[src/rtl/wait_tmo_irq.sv]
module wait_tmo_irq #(
  parameter int CNT_W = 16,
  parameter int AW    = 8
) (
  input  logic             clk,
  input  logic             rst_n,
  input  logic             wait_n_in,
  input  logic             ext_access,
  input  logic [CNT_W-1:0] max_wait,
  input  logic             trap_pulse,
  input  logic             reg_sel,
  input  logic             reg_wr,
  input  logic [AW-1:0]    reg_addr,
  input  logic [31:0]      reg_wdata,
  output logic [31:0]      reg_rdata,
  output logic             irq_out
);
  localparam logic [AW-1:0] A_RAW = AW'(32'h40);
  localparam logic [AW-1:0] A_SET = AW'(32'h44);
  localparam logic [AW-1:0] A_CLR = AW'(32'h48);
  localparam logic [AW-1:0] A_MSK = AW'(32'h4C);

  logic [2:0]       sync;
  logic [CNT_W-1:0] cnt;
  logic             fired;
  logic [2:0]       raw, en, masked;
  logic             wait_act, rise, tmo_hit, wr;
  logic [2:0]       sw_clr;
  logic             unused_wdata;

  assign wait_act = ~sync[1];
  assign rise     = sync[1] & ~sync[2];
  assign tmo_hit  = ext_access & wait_act & ~fired & (cnt == max_wait);
  assign wr       = reg_sel & reg_wr;
  assign sw_clr   = (wr && reg_addr == A_RAW) ? reg_wdata[2:0] : 3'b000;
  assign masked   = raw & en;
  assign irq_out  = |masked;
  assign unused_wdata = ^reg_wdata[31:3];

  always_ff @(posedge clk or negedge rst_n)
    if (!rst_n) sync <= 3'b111;
    else        sync <= {sync[1:0], wait_n_in};

  always_ff @(posedge clk or negedge rst_n)
    if (!rst_n) begin
      cnt   <= '0;
      fired <= 1'b0;
    end else if (!ext_access) begin
      cnt   <= '0;
      fired <= 1'b0;
    end else if (!wait_act) begin
      cnt   <= '0;
    end else if (tmo_hit) begin
      fired <= 1'b1;
    end else if (!fired) begin
      cnt   <= cnt + 1'b1;
    end

  always_ff @(posedge clk or negedge rst_n)
    if (!rst_n) raw <= 3'b000;
    else        raw <= (raw & ~sw_clr) | {rise, trap_pulse, tmo_hit};

  always_ff @(posedge clk or negedge rst_n)
    if (!rst_n)                          en <= 3'b000;
    else if (wr && reg_addr == A_SET)    en <= en | reg_wdata[2:0];
    else if (wr && reg_addr == A_CLR)    en <= en & ~reg_wdata[2:0];

  always_comb begin
    reg_rdata = '0;
    case (reg_addr)
      A_RAW:        reg_rdata[2:0] = raw;
      A_SET, A_CLR: reg_rdata[2:0] = en;
      A_MSK:        reg_rdata[2:0] = masked;
      default:      reg_rdata = '0;
    endcase
  end
endmodule


[config.mk]
export PLATFORM = sky130hd
export DESIGN_NAME = wait_tmo_irq
export DESIGN_NICKNAME = d
export VERILOG_FILES = /design/src/rtl/wait_tmo_irq.sv
export SDC_FILE = /design/constraint.sdc
export NUM_CORES = 1
export LEC_CHECK = 0
export ABC_AREA = 1
export BUFFER_PORTS_ARGS = -buffer_cell sky130_fd_sc_hd__buf_4
export CAP_MARGIN = 20
export CORE_UTILIZATION = 32
export CTS_CLUSTER_SIZE = 28
export DETAILED_ROUTE_END_ITERATION = 8
export MAX_ROUTING_LAYER = met4
export PLACE_DENSITY_LB_ADDON = 0.25
export SYNTH_ARGS = -nofsm -noshare
export SYNTH_HDL_FRONTEND = slang
export SYNTH_SLANG_ARGS = --single-unit
[constraint.sdc]
create_clock -name clk -period 2.3 [get_ports clk]
set_clock_uncertainty 0.05 [all_clocks]
set_input_delay 0 -clock clk [delete_from_list [all_inputs] [get_ports clk]]
set_output_delay 0 -clock clk [all_outputs]
set_load 0.02 [all_outputs]
-- Yosys cells after proc, flatten, opt, wreduce, memory -nomap -nowiden
Cells that the tools add are included.
- register bits after elaboration: 26
- logic and storage cells: 49
- eq/ne operators: 9
- reduce and logical (&&, ||, !) cells: 8
- bitwise gates (word level): 15
- add/subtract/negate cells: 1
- mux-type cells: 11
- operators by type and width (operator ; number):
    $mux W16 ; 4
    $eq A8 B7 Y1 const B ; 4
    $add A16 B1 Y16 const B ; 1
    $eq A16 B16 Y1 ; 1
    $and A3 B3 Y3 ; 3
    $mux W3 ; 3
    $pmux W3 S3 ; 1
    $ne A3 B3 Y1 const B ; 2
    $not A3 Y3 ; 2
    $or A3 B3 Y3 ; 2
    $and A1 B1 Y1 ; 5
    $reduce_and A2 Y1 ; 2
    $logic_and A1 B1 Y1 ; 3
    $mux W1 ; 3
    $not A1 Y1 ; 3
    $reduce_or A3 Y1 ; 1
    $ne A2 B1 Y1 const B ; 1
    $ne A2 B2 Y1 const B ; 1
    $reduce_bool A2 Y1 ; 1
    $reduce_or A2 Y1 ; 1

-- Logic depth before layout (Yosys ltp)
Gate-level depths: netlist of run 1.
- depth after elaboration: 7
- mapped depth: 12
- gate-level depth less buffers: 10

-- Worst setup path after synthesis of run 1
OpenSTA, ideal clock, no wires.
- path kind: flip-flop to flip-flop
- from: register cnt[0]
- to: register cnt[12]
- setup slack: 0.796 ns
- cell stages (with the launch flop): 9
- data required time: 2.133 ns
- setup time: 0.117 ns
- arrival: 1.337 ns
- path buffers: 0
- clock period less this slack: 1.504 ns
- cell sequence: dfrtp_1 > ha_1 > nand2_1 > nor2_1 > nand2_1 > o21ai_0 > nor2_1 > nand3_1 > nand2_1
- cells in the longest elaborated chain, start to end: 5
- elaborated cells on any way between the ends: 9
- classes of those cells: add/sub (1); eq/ne (2); mux (4); bitwise (1); reduce/logical (1)
- RTL lines (item ; RTL line ; RTL):
    start, declared ; 24 ; logic [CNT_W-1:0] cnt;
    start signal, assigned ; 56 ; cnt <= cnt + 1'b1;
    $add A16 B1 Y16 ; 56 ;
    $mux W16 ; 55 ; end else if (!fired) begin
    $mux W16 ; 53 ; end else if (tmo_hit) begin
    $mux W16 ; 51 ; end else if (!wait_act) begin
    $mux W16 ; 48 ; end else if (!ext_access) begin
Parallel ways exist; a longest one is shown, timed or not. The select of a mux whose other input is x is not followed.
A chain may end at the register's enable or synchronous reset.

-- Final worst setup path of run 1
- from: register sync[1]
- to: register cnt[7]
- cells in the longest elaborated chain, start to end: 6
- elaborated cells on any way between the ends: 9
- classes of those cells: eq/ne (2); mux (2); bitwise (4); reduce/logical (1)
- RTL lines (item ; RTL line ; RTL):
    start, declared ; 23 ; logic [2:0] sync;
    start signal, assigned ; 42 ; else sync <= {sync[1:0], wait_n_in};
    $not A1 Y1 ; 31 ; assign wait_act = ~sync[1];
    $and A1 B1 Y1 (3 in series) ; 33 ; assign tmo_hit = ext_access & wait_act & ~fired & (cnt == max_wait);
    $ne A3 B3 Y1 (no source line) ; -- ;
    $reduce_and A2 Y1 (no source line) ; -- ;
Parallel ways exist; a longest one is shown, timed or not.

==> results.json, run 1 <==
{
  "grt_pass1_wl_mm": 7.56,
  "max_cap_viol_count": 0,
  "synth-simple-area-share_pct": 40.2,
  "critPathMaxFanout": 19,
  "cts_buffers": 3,
  "postRouteAntennaNets": 0,
  "vias_per_cell": 4.40,
  "rsz0062_at_grt": "no",
  "initial_core_util_pct": 34.0,
  "cp.required_ps": 2460,
  "leakage_nw": 1.27,
  "drt_pass1_iterations": 4,
  "drc": 0,
  "drt-initial-drc-count": 116,
  "ctsResizeCount": 0,
  "hold_buffers": 7,
  "hp-class": "primary input to flop",
  "syn_area_per_cell_um2": 6.45,
  "fmax_ghz": 0.532,
  "core_um2": 6100,
  "syn_area_um2": 2070,
  "pre_cts_slack_ps": 428,
  "tritoncts": "yes",
  "grt_pass1_vias": 1731,
  "dp_hpwl_mm": 3.38,
  "num_vias": 1928,
  "endpoint_kind": "flop",
  "clk_latency_ps": 270,
  "setup.worst_path.start_class": "flop",
  "synth_top_family_by_area": "simple AND/OR/NAND/NOR gates",
  "cts_setup_buffers": 0,
  "synth_xor_area_share_pct": 3.38,
  "slew_viol_final": 0,
  "fin_crit_sh_pct": 81.7,
  "clock-root-buffer": "clkbuf_8",
  "seq_area_frac_synth_pct": 31.6,
  "power_mw": 0.995,
  "antenna_found_initial": 0,
  "grt_overflow": 0,
  "clk_pin_slew_ps": 90,
  "r2r_slack_ps": 420,
  "die_area_um2": 6800,
  "post_drt_wl_per_cell_um": 10.1,
  "yosys.area_share.adder_pct": 0.604,
  "finalSetupViolations": 0,
  "ys_seq_elements": 26,
  "grt_max_degree": 27,
  "syn_inst": 321,
  "grt_util_all_layers_pct": 14.8,
  "layout_common_cells": "118 x nand2_1, 38 x buf_4, 34 x inv_1",
  "critPathArrivalTime_ps": 2040,
  "yosys_warnings": 0,
  "run_status": "completed",
  "fp.dieW_um": 82.5,
  "setup_ws_ps": 421,
  "final_common_cell": "nand2_1",
  "synth.mux.area_fraction_pct": 0,
  "routed_wl_mm": 4.41,
  "max-slew-margin-rel_pct": 54.9,
  "diodes": 0,
  "syn_to_final_growth_pct": 17.7,
  "fin_crit_ps": 1880,
  "worstMarginPinSlew_ps": 671,
  "p_per_area_nw_per_um2": 408,
  "die_h_um": 82.5,
  "synth_cell_types": 27,
  "num_rows": 28,
  "gp_congestion": 0.844,
  "fin_setup_tns_ps": 0,
  "htree_levels": 1,
  "hold_viol_final": 0,
  "num-nets-final": 428,
  "final_core_util_pct": 40.0,
  "io_buffers": 37,
  "critical_path_class": "flop to flop",
  "drive_above_1_share_pct": 15.4,
  "cts.sinks": 26,
  "synth-compound-area-share_pct": 4.89,
  "cts_buffer_depth": 2,
  "io_pins": 96,
  "ir_worst_vdd_mv": 0.217
}
==> cells by family after synthesis <==
| group | Yosys count |
|---|---|
| flip-flops | 26 |
| other | 1 |
| AO/OA/AOI/OAI | 18 |
| adder cells (fa/ha/maj) | 1 |
| buffers and inverters | 72 |
| XOR/XNOR | 8 |
| AND/OR/NAND/NOR | 195 |
==> layout make-up <==
type | count | area [µm²]
Timing Repair Buffer | 45 | 355
Tap cell | 75 | 93.8
Sequential cell | 26 | 654
Fill cell | 672 | 3660
Clock inverter | 1 | 30.0
Inverter | 37 | 139
Clock buffer | 3 | 41.3
Multi-Input combinational cell | 251 | 1120
==> layer usage <==
metal  vias up  share of wire, %  track usage, %
met2        49                45            24.4
met1       843                49            19.2
met5         -                 0               -
met3         7               4.3            1.65
li1       1029                 -               -
met4         0               1.4            4.21
==> cell usage after synthesis, drive strengths merged <==
cell	count	area [µm²]
nand3b	2	15.0
xnor2	5	43.8
nor2	34	135
or2	3	18.8
conb	1	3.75
ha	1	12.5
o21ai	8	40.0
nor4	2	12.5
xor2	3	26.3
buf	33	251
inv	37	139
nand4	6	37.5
clkbuf	2	7.51
a21oi	5	25.0
nor2b	1	6.26
dfstp	3	78.8
a21o	1	7.51
a31oi	1	6.26
nand3	28	153
dfrtp	23	576
o211ai	3	22.5
nand2	119	454
==> power by group <==
group          internal, mW  switching, mW
registers             0.463        0.00303
clock network         0.233          0.146
logic                0.0602         0.0904
total                 0.756          0.239
==> stage by stage <==
step                      cell area, µm²  hold WS [ps]  cells
after floorplan                     2180          -346    349
after global placement              2300          -114    427
after detailed placement            2300          -115    427
after CTS                           2440          23.3    438
after global routing                2440          67.3    438
final                               2440          20.1    438
==> final timing paths <==
kind                             start  endpoint  cells past startpoint
min                        reg_addr[3]      flop                      4
max                            sync[1]    cnt[7]                      9
max reg2reg                    sync[1]    cnt[7]                      9
min reg2reg                    sync[0]   sync[1]                      0
max in group asynchronous        rst_n   sync[2]                      2
min in group asynchronous        rst_n   cnt[11]                      2
==> worst max-delay path, stage by stage (launching register included) <==
cell	delay, ps
dfstp_2	380
inv_1	60
nand2_1	70
nor2_2	270
nand3_1	140
nor2_2	210
nand3_4	250
nand2_4	260
nand2_1	70
nand2_1	60
(Power assumes the default switching activity.)
==> inputs of run 2 (changes only) <==
==> constraint.sdc (replaced) <==
create_clock -name clk -period 1.9 [get_ports clk]
set_clock_uncertainty 0.05 [all_clocks]
set_input_delay 0 -clock clk [delete_from_list [all_inputs] [get_ports clk]]
set_output_delay 0 -clock clk [all_outputs]
set_load 0.02 [all_outputs]
==> run 2 against run 1 <==
  * Global-route usage down 0.13 points
  * Flip-flop and latch count is the same
  * Count of clock-buffer cells in the layout did not move
  * Register-to-register slack worse by 110 ps
  * Sequential power grew 21%
  * Worst setup slack worse by 110 ps
  * Combinational power rose by 23%
  * Via count rose by 1.2%
  * Cell area grew 3.2%
  * Fmax up 18%
  * Critical endpoint is now cnt[11]
  * First-iteration DRC count is 47% lower
==> results.json, run 2 (synthesis gave the netlist of run 1 again) <==
{
  "run_status": "completed",
  "drt_pass1_iterations": 4,
  "max_cap_viol_count": 0,
  "drive_above_1_share_pct": 17.4,
  "dp_hpwl_mm": 3.44,
  "post_drt_wl_per_cell_um": 9.88,
  "fin_setup_tns_ps": 0,
  "cts_buffers": 3,
  "num_rows": 28,
  "diodes": 0,
  "syn_to_final_growth_pct": 21.4,
  "antenna_found_initial": 0,
  "setup.worst_path.start_class": "flop",
  "worstMarginPinSlew_ps": 672,
  "drc": 0,
  "cts_setup_buffers": 0,
  "endpoint_kind": "flop",
  "clock-root-buffer": "clkbuf_8",
  "grt_pass1_wl_mm": 7.40,
  "layout_common_cells": "118 x nand2_1, 47 x buf_4, 34 x inv_1",
  "tritoncts": "yes",
  "critPathArrivalTime_ps": 1710,
  "grt_use_met3_pct": 2.53,
  "die_area_um2": 6800,
  "fin_crit_sh_pct": 83.8,
  "cp.required_ps": 2020,
  "routed_wl_mm": 4.43,
  "r2r_start": "sync[1]",
  "cts.sinks": 26,
  "grt_overflow": 0,
  "power_mw": 1.21,
  "grt_util_all_layers_pct": 14.7,
  "core_um2": 6100,
  "slew_viol_final": 0,
  "initial_core_util_pct": 34.0,
  "vias_per_cell": 4.36,
  "clk_latency_ps": 270,
  "hold_viol_final": 0,
  "grt_pass1_vias": 1664,
  "fin_crit_ps": 1590,
  "rsz0062_at_grt": "no",
  "met1_usage_pct": 19.2,
  "fmax_ghz": 0.628,
  "cp-startpoint": "sync[1]",
  "holdPathStages": 4,
  "grt_max_degree": 27,
  "final_core_util_pct": 41.3,
  "min_from": "reg_addr[3]",
  "critPathMaxFanout": 8,
  "io_pins": 96,
  "ir_worst_vdd_mv": 0.406,
  "htree_levels": 1,
  "max-slew-margin-rel_pct": 54.8,
  "cts_buffer_depth": 2,
  "fp.dieW_um": 82.5,
  "hp-class": "primary input to flop",
  "rr_worst_depth": 9,
  "busiest_layer": "met2",
  "io_buffers": 37,
  "gp_congestion": 0.817,
  "p_per_area_nw_per_um2": 483,
  "drt-initial-drc-count": 62,
  "postRouteAntennaNets": 0,
  "clk_pin_slew_ps": 90,
  "num-nets-final": 438,
  "ctsResizeCount": 0,
  "final_common_cell": "nand2_1",
  "use_met2_pct": 23.7,
  "num_vias": 1952,
  "leakage_nw": 1.31,
  "whs_ps": 5.42,
  "finalSetupViolations": 0,
  "die_h_um": 82.5,
  "critical_path_class": "flop to flop"
}
## run 2: metal layers
metal / vias to the layer above / wire length [µm]
li1: 1039 / -
met1: 855 / 2200
met2: 53 / 2010
met3: 5 / 183
met4: 0 / 32
met5: - / 0
## run 2: worst paths after layout
path                            to  slack [ps]
max                        cnt[11]         310
min reg2reg                sync[1]         310
min in group asynchronous  cnt[10]         110
max in group asynchronous  sync[0]        1380
max reg2reg                cnt[11]         310
min                           flop           5
## run 2: timing repair
action	4_1_cts	5_1_grt
hold endpoints to repair	33	0
hold buffers	8	0
endpoints found under the setup margin	0	0
## run 2: area by class of cell
| cell class | count | area, µm² |
|---|---|---|
| flip-flops and latches | 26 | 654 |
| fillers | 661 | 3580 |
| inverters | 37 | 139 |
| clock inverters | 1 | 30.0 |
| clock buffers | 3 | 41.3 |
| multi-input cells | 251 | 1120 |
| repair buffers | 55 | 433 |
| well taps | 75 | 93.8 |
## run 2: worst max-delay path, cell delays in order (launching register included)
cell and delay, ps:
dfstp_2 380, inv_1 50, nand2_1 70, nor2_2 140
nand3_1 120, nor2_2 210, nand3_4 150, buf_4 200
nand3_1 70, nand2_1 60
## run 2: per-stage QoR
step	instance area, µm²	instances	setup WS [ps]
final	2520	448	308
after global routing	2520	448	81.0
after CTS	2520	448	296
after detailed placement	2360	436	317
after global placement	2360	436	310
after floorplan	2180	349	396
## run 2: report_power, final
part	switching, mW	total, mW	internal [mW]
Clock	0.183	0.465	0.282
Combinational	0.110	0.186	0.0757
Sequential	0.00371	0.564	0.561
==> inputs of run 3 (changes only) <==
==> constraint.sdc (replaced) <==
create_clock -name clk -period 1.6 [get_ports clk]
set_clock_uncertainty 0.05 [all_clocks]
set_input_delay 0 -clock clk [delete_from_list [all_inputs] [get_ports clk]]
set_output_delay 0 -clock clk [all_outputs]
set_load 0.02 [all_outputs]
==> run 3 against run 2 <==
  * Register-to-register slack got worse by 270 ps
  * Clock power rose by 20%
  * Worst setup slack got worse by 270 ps
  * Worst hold slack improved by 1.1 ps
  * Combinational power rose by 22%
  * Routed wire length rose by 2.2%
  * Sequential share of layout area fell by 1.4 points
  * Fmax rose by 2.0%
==> results.json, run 3 (synthesis gave the netlist of run 1 again) <==
{
  "run_status": "completed",
  "htree_levels": 1,
  "grt_max_degree": 27,
  "critPathArrivalTime_ps": 1690,
  "routed_wl_mm": 4.52,
  "io_pins": 96,
  "cp.required_ps": 1730,
  "post_drt_wl_per_cell_um": 9.75,
  "pre_cts_slack_ps": 36.1,
  "hold_viol_final": 0,
  "vias_per_cell": 4.38,
  "final.fill_count": 658,
  "setup_ws_ps": 39.7,
  "wl_met1_mm": 2.20,
  "max_cap_viol_count": 0,
  "fmax_ghz": 0.641,
  "final_common_cell": "nand2_1",
  "fp.dieW_um": 82.5,
  "critical_path_class": "flop to flop",
  "cts.sinks": 26,
  "die_area_um2": 6800,
  "leakage_nw": 1.40,
  "clk_latency_ps": 270,
  "grt_pass1_wl_mm": 7.44,
  "slew_viol_final": 0,
  "fin_setup_tns_ps": 0,
  "p_per_area_nw_per_um2": 547,
  "gp_congestion": 0.815,
  "io_buffers": 37,
  "drc": 0,
  "antenna_found_initial": 0,
  "met3_length_um": 174,
  "critPathMaxFanout": 5,
  "endpoint_kind": "flop",
  "setup.worst_path.start_class": "flop",
  "core_um2": 6100,
  "initial_core_util_pct": 34.0,
  "grt_pass1_vias": 1742,
  "syn_to_final_growth_pct": 28.2,
  "dp_hpwl_mm": 3.54,
  "clock-root-buffer": "clkbuf_8",
  "clk_pin_slew_ps": 90,
  "fin_crit_ps": 1560,
  "dp.cells": 450,
  "diodes": 0,
  "drt_pass1_iterations": 4,
  "layout_common_cells": "118 x nand2_1, 62 x buf_4, 34 x inv_1",
  "dr_wl_met2_mm": 2.13,
  "num-nets-final": 454,
  "cts_buffer_depth": 2,
  "rsz0062_at_grt": "yes",
  "fin_crit_sh_pct": 97.5,
  "ir_worst_vdd_mv": 0.319,
  "drive_above_1_share_pct": 21.9,
  "num_vias": 2031,
  "highest_layer": "met4",
  "num_rows": 28,
  "cts_buffers": 3,
  "final_cells": 464,
  "grt_overflow": 0,
  "power_mw": 1.45,
  "tritoncts": "yes",
  "hp-class": "primary input to flop",
  "grt_util_all_layers_pct": 14.7,
  "finalSetupViolations": 0,
  "drt-initial-drc-count": 85,
  "postRouteAntennaNets": 0,
  "die_h_um": 82.5
}
## run 3: cell type report
class	count	area [µm²]	share of cell area (%)
clock buffer	3	41.3	1.55
clock inverter	1	30.0	1.13
inverter	37	139	5.23
multi-input combinational	251	1140	43.0
sequential	26	654	24.6
tap	75	93.8	3.53
timing repair buffer	71	557	21.0
## run 3: worst max-delay path, cell delays in order (launching register included)
cell and delay, ps:
dfrtp_1 440, buf_4 150, nand2_1 50, nand2_1 50, nor2_1 80, nand2_1 90, nor2_4 130, nand3_4 120
buf_4 180, nand3_1 70, nand2_1 50
## run 3: through the flow
| stage | util (%) | instance area, µm² | hold WS (ps) |
|---|---|---|---|
| 4_1_cts | 43.0 | 2620 | 0.594 |
| 3_3_place_gp | 40.5 | 2470 | -109 |
| 2_1_floorplan | - | 2180 | -346 |
| 5_1_grt | 43.6 | 2660 | 30.7 |
| 6_report | 43.6 | 2660 | 6.49 |
| 3_5_place_dp | 40.5 | 2470 | -115 |
## run 3: what timing repair did
action	4_1_cts	5_1_grt
hold buffers	8	0
resized for setup	0	7
setup endpoints to repair	0	16
hold endpoints to repair	34	0
buffers inserted	0	2
## run 3: power breakdown
group | switching (mW) | leakage, nW | internal [mW]
logic | 0.133 | 1.02 | 0.0925
registers | 0.00468 | 0.341 | 0.666
clock network | 0.221 | 0.0357 | 0.335
## run 3: path summary, 6_finish.rpt
check | start | endpoint | slack (ps) | depth (start not counted)
setup reg to reg | cnt[0] | cnt[10] | 40 | 10
hold / removal | reg_addr[3] | flop | 6 | 4
min in group asynchronous | rst_n | cnt[11] | 110 | 2
hold reg to reg | sync[0] | sync[1] | 310 | 0
setup / recovery | cnt[0] | cnt[10] | 40 | 10
max in group asynchronous | rst_n | sync[2] | 1100 | 2
## run 3: metal layers
| metal | GRT usage [%] | vias to the layer above |
|---|---|---|
| li1 | - | 1075 |
| met3 | 2.75 | 5 |
| met2 | 24.3 | 48 |
| met1 | 19.1 | 903 |
| met4 | 1.93 | 0 |
| met5 | - | - |
